`config.mk`:
```
export PLATFORM = sky130hd
export DESIGN_NAME = slew_clk_synth
export DESIGN_NICKNAME = d
export VERILOG_FILES = /design/src/rtl/slewclk_pkg.sv /design/src/rtl/slew_tgt_rom.sv /design/src/rtl/slew_word_step.sv /design/src/rtl/slew_phase_nco.sv /design/src/rtl/slew_clk_synth.sv
export SDC_FILE = /design/constraint.sdc
export NUM_CORES = 1
export LEC_CHECK = 0
export BUFFER_PORTS_ARGS = -buffer_cell sky130_fd_sc_hd__buf_2
export CAP_MARGIN = 20
export CORE_MARGIN = 4
export CORE_UTILIZATION = 40
export DETAILED_ROUTE_END_ITERATION = 10
export HOLD_SLACK_MARGIN = 0.02
export PLACE_DENSITY = 0.55
export SLEW_MARGIN = 30
export SYNTH_ARGS = -nofsm -noshare
export SYNTH_HDL_FRONTEND = slang
export SYNTH_HIERARCHICAL = 1
export SYNTH_SLANG_ARGS = --single-unit
export TNS_END_PERCENT = 5
```
`constraint.sdc`:
```
create_clock -name clk -period 8.1 [get_ports clk]
set_clock_uncertainty 0.1 [all_clocks]
set_input_delay 1.62 -clock clk [delete_from_list [all_inputs] [get_ports clk]]
set_output_delay 1.62 -clock clk [all_outputs]
set_load 0.005 [all_outputs]
```
`src/rtl/slewclk_pkg.sv`:
```
`timescale 1ns/1ps
package slewclk_pkg;
  localparam int SEL_W   = 3;
  localparam int NUM_SEL = 1 << SEL_W;

  typedef logic [SEL_W-1:0] sel_t;

  // Target double-rate frequency per select code, in kHz
  function automatic longint unsigned code_khz(input int unsigned code);
    case (code)
      0:       return 64'd7580;
      1:       return 64'd15511;
      2:       return 64'd59875;
      3:       return 64'd40090;
      4:       return 64'd50113;
      5:       return 64'd66476;
      6:       return 64'd79772;
      7:       return 64'd100226;
      default: return 64'd0;
    endcase
  endfunction

  // Accumulator increment that yields code_khz(code) at sys_khz
  function automatic longint unsigned word_for(input int unsigned code,
                                               input int unsigned acc_w,
                                               input longint unsigned sys_khz);
    return (code_khz(code) << acc_w) / sys_khz;
  endfunction
endpackage

```
`src/rtl/slew_tgt_rom.sv`:
```
`timescale 1ns/1ps
module slew_tgt_rom import slewclk_pkg::*; #(
  parameter int          ACC_W   = 24,
  parameter longint      SYS_KHZ = 400000
) (
  input  sel_t             sel_i,
  output logic [ACC_W-1:0] tgt_o
);
  logic [ACC_W-1:0] words [NUM_SEL];

  // One constant entry per select code, computed at elaboration
  for (genvar gi = 0; gi < NUM_SEL; gi++) begin : g_entry
    assign words[gi] = ACC_W'(word_for(gi, ACC_W, SYS_KHZ));
  end

  assign tgt_o = words[sel_i];
endmodule

```
`src/rtl/slew_word_step.sv`:
```
`timescale 1ns/1ps
module slew_word_step #(
  parameter int ACC_W      = 24,
  parameter int STEP_SHIFT = 10
) (
  input  logic [ACC_W-1:0] cur_i,
  input  logic [ACC_W-1:0] tgt_i,
  output logic [ACC_W-1:0] nxt_o
);
  localparam logic [ACC_W-1:0] MIN_STEP = ACC_W'(1);

  logic [ACC_W-1:0] step_raw, step, gap_up, gap_dn;

  assign step_raw = cur_i >> STEP_SHIFT;
  assign step     = (step_raw == '0) ? MIN_STEP : step_raw;
  assign gap_up   = tgt_i - cur_i;
  assign gap_dn   = cur_i - tgt_i;

  always_comb begin
    if (cur_i < tgt_i)
      nxt_o = (gap_up <= step) ? tgt_i : cur_i + step;
    else if (cur_i > tgt_i)
      nxt_o = (gap_dn <= step) ? tgt_i : cur_i - step;
    else
      nxt_o = cur_i;
  end
endmodule

```
`src/rtl/slew_phase_nco.sv`:
```
`timescale 1ns/1ps
module slew_phase_nco #(
  parameter int ACC_W = 24
) (
  input  logic             clk,
  input  logic             rst,
  input  logic [ACC_W-1:0] word_i,
  output logic             clk2x_o,
  output logic             cpu_o,
  output logic             rise_o
);
  localparam int MSB = ACC_W - 1;

  logic [ACC_W-1:0] acc_q;
  logic             msb_d_q;
  logic             div_q;

  always_ff @(posedge clk) begin
    if (rst) begin
      acc_q   <= '0;
      msb_d_q <= 1'b0;
      div_q   <= 1'b0;
    end else begin
      acc_q   <= acc_q + word_i;
      msb_d_q <= acc_q[MSB];
      if (rise_o) div_q <= ~div_q;
    end
  end

  assign rise_o  = acc_q[MSB] & ~msb_d_q;
  assign clk2x_o = acc_q[MSB];
  assign cpu_o   = div_q;
endmodule

```
`src/rtl/slew_clk_synth.sv`:
```
`timescale 1ns/1ps
module slew_clk_synth import slewclk_pkg::*; #(
  parameter int     ACC_W      = 24,
  parameter longint SYS_KHZ    = 400000,
  parameter int     STEP_SHIFT = 10
) (
  input  logic             clk,
  input  logic             rst,
  input  logic [SEL_W-1:0] freq_sel,
  output logic             clk2x_o,
  output logic             cpu_clk_o,
  output logic [ACC_W-1:0] cur_word_o
);
  logic [ACC_W-1:0] tgt_word;
  logic [ACC_W-1:0] nxt_word;
  logic [ACC_W-1:0] word_q;
  logic             rise;

  slew_tgt_rom #(.ACC_W(ACC_W), .SYS_KHZ(SYS_KHZ)) u_rom (
    .sel_i (freq_sel),
    .tgt_o (tgt_word)
  );

  slew_word_step #(.ACC_W(ACC_W), .STEP_SHIFT(STEP_SHIFT)) u_step (
    .cur_i (word_q),
    .tgt_i (tgt_word),
    .nxt_o (nxt_word)
  );

  // Word in use: loaded directly on reset, stepped once per output period
  always_ff @(posedge clk) begin
    if (rst)       word_q <= tgt_word;
    else if (rise) word_q <= nxt_word;
  end

  slew_phase_nco #(.ACC_W(ACC_W)) u_nco (
    .clk     (clk),
    .rst     (rst),
    .word_i  (word_q),
    .clk2x_o (clk2x_o),
    .cpu_o   (cpu_clk_o),
    .rise_o  (rise)
  );

  assign cur_word_o = word_q;
endmodule

```
Word-level counts from Yosys, hierarchy flattened
Memories as Yosys holds them, arrays and structs flattened.
Cells that the tools add are included.
{"block": "op_classes", "n_reduce_logical": 4, "add_sub_neg": 5, "n_mux": 9, "n_lt_le_gt_ge": 5, "bitwise": 4}
{"op": "2-to-1 mux 24 bit", "count": 8}
{"op": "subtractor 24 bit", "count": 3}
{"op": "adder 24 bit", "count": 2}
{"op": "less-or-equal comparator 24 bit", "count": 2}
{"op": "> comparator 24 bit", "count": 1}
{"op": "zero test 24 bit", "count": 1}
{"op": "< comparator 24 bit", "count": 1}
{"op": "2-to-1 mux 14 bit", "count": 1}
{"op": "greater-or-equal comparator 4 bit, second input constant", "count": 1}
{"op": "inverter 3 -> 4 bit", "count": 1}
{"op": "nonzero test 3 bit", "count": 1}
{"op": "inverter 1 bit", "count": 2}
{"op": "AND reduction 2 bit", "count": 1}
{"op": "nonzero test 2 bit", "count": 1}
{"op": "bitwise AND 1 bit", "count": 1}
{"block": "totals", "input_bits": 5, "romBits": 192, "n_memories": 1, "register_bits": 50}
{"memory": "(no name shown)", "words": 8, "word_bits": 24, "rd": 1, "rd_ports_with_merged_regs": 0, "wr": 0, "line_no": "slew_tgt_rom.sv:16", "rtl": "assign tgt_o = words[sel_i];"}

Longest topological paths before layout
{"block": "depth", "depth_word": 11, "depth_mapped": 30}

By module
The synthesis kept the hierarchy.
{"mod": "slew_word_step", "area_per_inst_um2": 5921.9, "instances": 1, "seq_area_each_um2": 0.0, "cells_each": 869}
{"mod": "slew_phase_nco", "area_per_inst_um2": 1949.4, "instances": 1, "seq_area_each_um2": 520.5, "cells_each": 239}
{"mod": "slew_clk_synth", "area_per_inst_um2": 1119.8, "instances": 1, "seq_area_each_um2": 720.7, "cells_each": 52}
{"mod": "slew_tgt_rom", "area_per_inst_um2": 301.5, "instances": 1, "seq_area_each_um2": 0.0, "cells_each": 44}

Least setup slack after synthesis
No wires, ideal clock.
{"block": "synth_path", "path_type": "input -> register", "startpoint": "in freq_sel[0]", "endpoint": "reg word_q[13], in the netlist cur_word_o[13], data pin", "setup_slack_ns": 0.802, "path_buffers": 2, "setup_ns": 0.260, "cell_stages": 25, "arrival_ns": 6.938, "path_cell_list": "inv_1 ha_1 and2b_1 a21oi_1 ha_1 buf_2 o21a_1 o31a_1 o41ai_2 o21ai_0 xor2_1 ha_1 and4_1 a221o_1 a31oi_1 o22ai_1 nor4_1 o211ai_1 or4_4 or4_4 buf_6 nor3_2 a21oi_1 a221o_1 mux2_4"}
{"block": "synth_between", "elab_chain_len": 11}
{"element": "start, declared", "line_no": "slew_clk_synth.sv:9", "rtl": "input logic [SEL_W-1:0] freq_sel,"}
{"element": "inverter 3 -> 4 bit (not written as such) *", "line_no": "slew_tgt_rom.sv:16"}
{"element": "memory (8 x 24 bit) *"}
{"element": "2-to-1 mux 24 bit (not written as such) * (2 in a row)", "line_no": "slew_tgt_rom.sv:16"}
{"element": "via tgt_word[3]", "line_no": "slew_clk_synth.sv:14", "rtl": "logic [ACC_W-1:0] tgt_word;"}
{"element": "subtractor 24 bit", "line_no": "slew_word_step.sv:17", "rtl": "assign gap_dn = cur_i - tgt_i;"}
{"element": "less-or-equal comparator 24 bit", "line_no": "slew_word_step.sv:23", "rtl": "nxt_o = (gap_dn <= step) ? tgt_i : cur_i - step;"}
{"element": "2-to-1 mux 24 bit", "line_no": "slew_word_step.sv:23"}
{"element": "2-to-1 mux 24 bit", "line_no": "slew_word_step.sv:22", "rtl": "else if (cur_i > tgt_i)"}
{"element": "2-to-1 mux 24 bit *", "line_no": "slew_word_step.sv:20", "rtl": "if (cur_i < tgt_i)"}
{"element": "via nxt_word[13]", "line_no": "slew_clk_synth.sv:15", "rtl": "logic [ACC_W-1:0] nxt_word;"}
{"element": "2-to-1 mux 24 bit *", "line_no": "slew_clk_synth.sv:33", "rtl": "else if (rise) word_q <= nxt_word;"}
{"element": "2-to-1 mux 24 bit *", "line_no": "slew_clk_synth.sv:32", "rtl": "if (rst) word_q <= tgt_word;"}
{"element": "end signal, assigned", "line_no": "slew_clk_synth.sv:32"}
{"element": "end signal, assigned", "line_no": "slew_clk_synth.sv:33"}
{"element": "end, declared", "line_no": "slew_clk_synth.sv:16", "rtl": "logic [ACC_W-1:0] word_q;"}
The timed path passes the listed nets; every way through them passes the cells marked *. The select of a mux whose other input is x is not followed.
A chain may end at the register's enable or synchronous reset.

Worst setup path in the final report
{"block": "layout_path", "startpoint": "in freq_sel[1]", "endpoint": "reg word_q[6], in the netlist cur_word_o[6], data pin"}
Same word-level chain as after synthesis.

==> results.cfg <==
[outcome]
status = finished, final reports clean

[synth]
netlist_area_um2 = 9290
ys_warn_count = 6
synth_most_common_cell = ha_1
ys_ff_latch = 50
synth_area_leader_cell = ha_1
ys.flop_type = dfxtp_1
async_flop_share_pct = 0
synth_nets = 1347
avgSynthCellArea_um2 = 7.72
synth_cell_type_count = 87
synthCells = 1204
synth_top_area_share_pct = 17.9
ys_seq_area_share_pct = 13.4
synth.top_cells.by_area = ha_1, edfxtp_1, a21oi_1
synthTopCellsByCount = ha_1, a21oi_1, nor2_1, inv_1, nand2_1
synth_edf_count = 24

[placed_design]
dp_hpwl_um = 24700
gp_congestion = 0.926
port_buffers = 30
place_area_um2 = 9780

[routing]
initialDrtViolationCount = 859
drtPass1Iterations = 5
wl_um = 31800
vias_per_cell = 6.03
final_antenna_net_count = 0
num_vias = 9161
wl_met3_um = 2100
top_layer = met4
routedWlPerCell_um = 20.9
wl_met2_um = 14100
met1Wirelength_um = 14300
drc = 0

[final_layout]
drive_gt1_share_pct = 11.5
fin_area_um2 = 9930
antennaDiodeCount = 0
area_growth_syn_to_layout_pct = 6.84
fin_nets = 1348
fin_util_pct = 43.6

[critical_path]
cp_common_cell = ha_1
cp_max_fo = 13
cp.required_ns = 8.06
crit_chain = buf_2 > inv_1 > ha_1 > and2b_1 > a21oi_1 > ha_1 > a31o_2 > o21ai_0 > a21oi_1 > nor2b_1 > xnor2_1 > ha_1 > a211o_1 > a221o_1 > a31oi_1 > o22ai_1 > nor4_1 > o211ai_1 > or4_4 > or4_4 > nor3_1 > a211oi_1 > a211o_1 > mux2_4
endpoint_kind = flop
r2r_slack_ns = 1.80
worst_path_largest_cell_delay_ns = 0.66
crit_type = in -> reg
slowest_stage = or4_4
critPathArrivalTime_ns = 7.65
critPathLaunchType = input pin

[clock_tree]
cts_tree = yes
cts_buffers = 5
cts-resized-gates = 0
post_cts_buffers = 0
clkLatencyLatePin_ns = 0.30
root_buffer = clkbuf_16
clk_pin_slew_ns = 0.07
hold_buffers = 0
h-tree-depth = 2
clock_sinks = 50
cts.path.max_buffers = 2

[sta]
drv_slew = 0
timing.fmax_mhz = 130
max_slew_margin_pct = 31.5
fin_crit_sh_pct = 95.0
tightest_slew_ns = 1.02
finalSetupViolations = 0
rsz0062_at_grt = no
fin_crit_ns = 7.70
tns_ns = 0
finalHoldViolations = 0

[grt]
grt_max_degree = 61
grt_pass1_wl_um = 49200
antenna_found_initial = 0
grt_usage_pct = 23.8
first_global_vias = 8781
overflow = 0

[die]
initial_core_util_pct = 40.8
die_x_um = 160
core_um2 = 22800
ios = 31
fp.dieArea_um2 = 25700
die_y_um = 160
row_count = 55

[job]
drv_cap = 0

[hold_path]
min_path_type = reg -> reg
## worst paths after layout
| kind | cells after the start | from | to |
|---|---|---|---|
| max | 24 | freq_sel[1] | cur_word_o[6] |
| min | 1 | u_nco/acc_q[23] | u_nco/msb_d_q |
| max reg2reg | 21 | cur_word_o[1] | cur_word_o[6] |
| min reg2reg | 1 | u_nco/acc_q[23] | u_nco/msb_d_q |
## cell usage in the layout, fill, tap and decap left out, types with 24 or more instances in the layout
master	netlist	layout
a21o_1	27	27
a21oi_1	111	111
buf_2	5	30
buf_4	3	37
dfxtp_1	26	26
edfxtp_1	24	24
ha_1	133	133
inv_1	88	88
nand2_1	57	57
nand3_1	37	37
nor2_1	100	99
nor3_1	31	31
o21a_1	34	34
o21ai_0	54	54
xnor2_1	53	52
xor2_1	26	26
## area by class of cell
class	count	area, um^2
clock buffers	6	129
clock inverters	2	10.0
fillers	2374	12800
inverters	90	338
multi-input cells	990	7370
flip-flops and latches	50	1240
well taps	313	392
repair buffers	68	448
## registers in the layout, indices dropped and copies added (netlist names)
name	cells
u_nco/acc_q	24
u_nco/msb_d_q	1
cur_word_o	24
u_nco/cpu_o	1
## cells by family after synthesis
family,after synthesis,share of synthesized area [%]
compound gates,389,27.8
simple gates,335,18.4
buf+inv,164,7.57
fa+ha+maj,138,19.0
xor+xnor,80,7.62
flops,50,13.4
mux,47,6.26
other cells,1,0.0404
## through the flow
step / hold slack [ns] / cells / setup slack [ns]
final: 0.402 / 1519 / 0.404
after global routing: 0.431 / 1519 / 0.0340
after CTS: 0.408 / 1519 / 0.535
after detailed placement: 0.395 / 1511 / 0.233
after global placement: 0.393 / 1511 / 0.307
after floorplan: 0.396 / 1204 / 0.802
## per-layer routing
layer  global-route usage, %  vias up
li1                        -     4398
met1                    32.4     4351
met2                    38.4      342
met3                    3.18       70
met4                    9.19        0
met5                       0        -
## worst max-delay path: cells and delay by family
family / cells / cell delay (ns)
fa+ha+maj: 3 / 1.03
buf+inv: 2 / 0.26
xor+xnor: 1 / 0.10
simple gates: 6 / 2.07
compound gates: 11 / 2.32
mux: 1 / 0.26
Power is left out: the tool's default activity adds up to more than one toggle a clock period on the data nets, which glitch-free logic cannot reach.
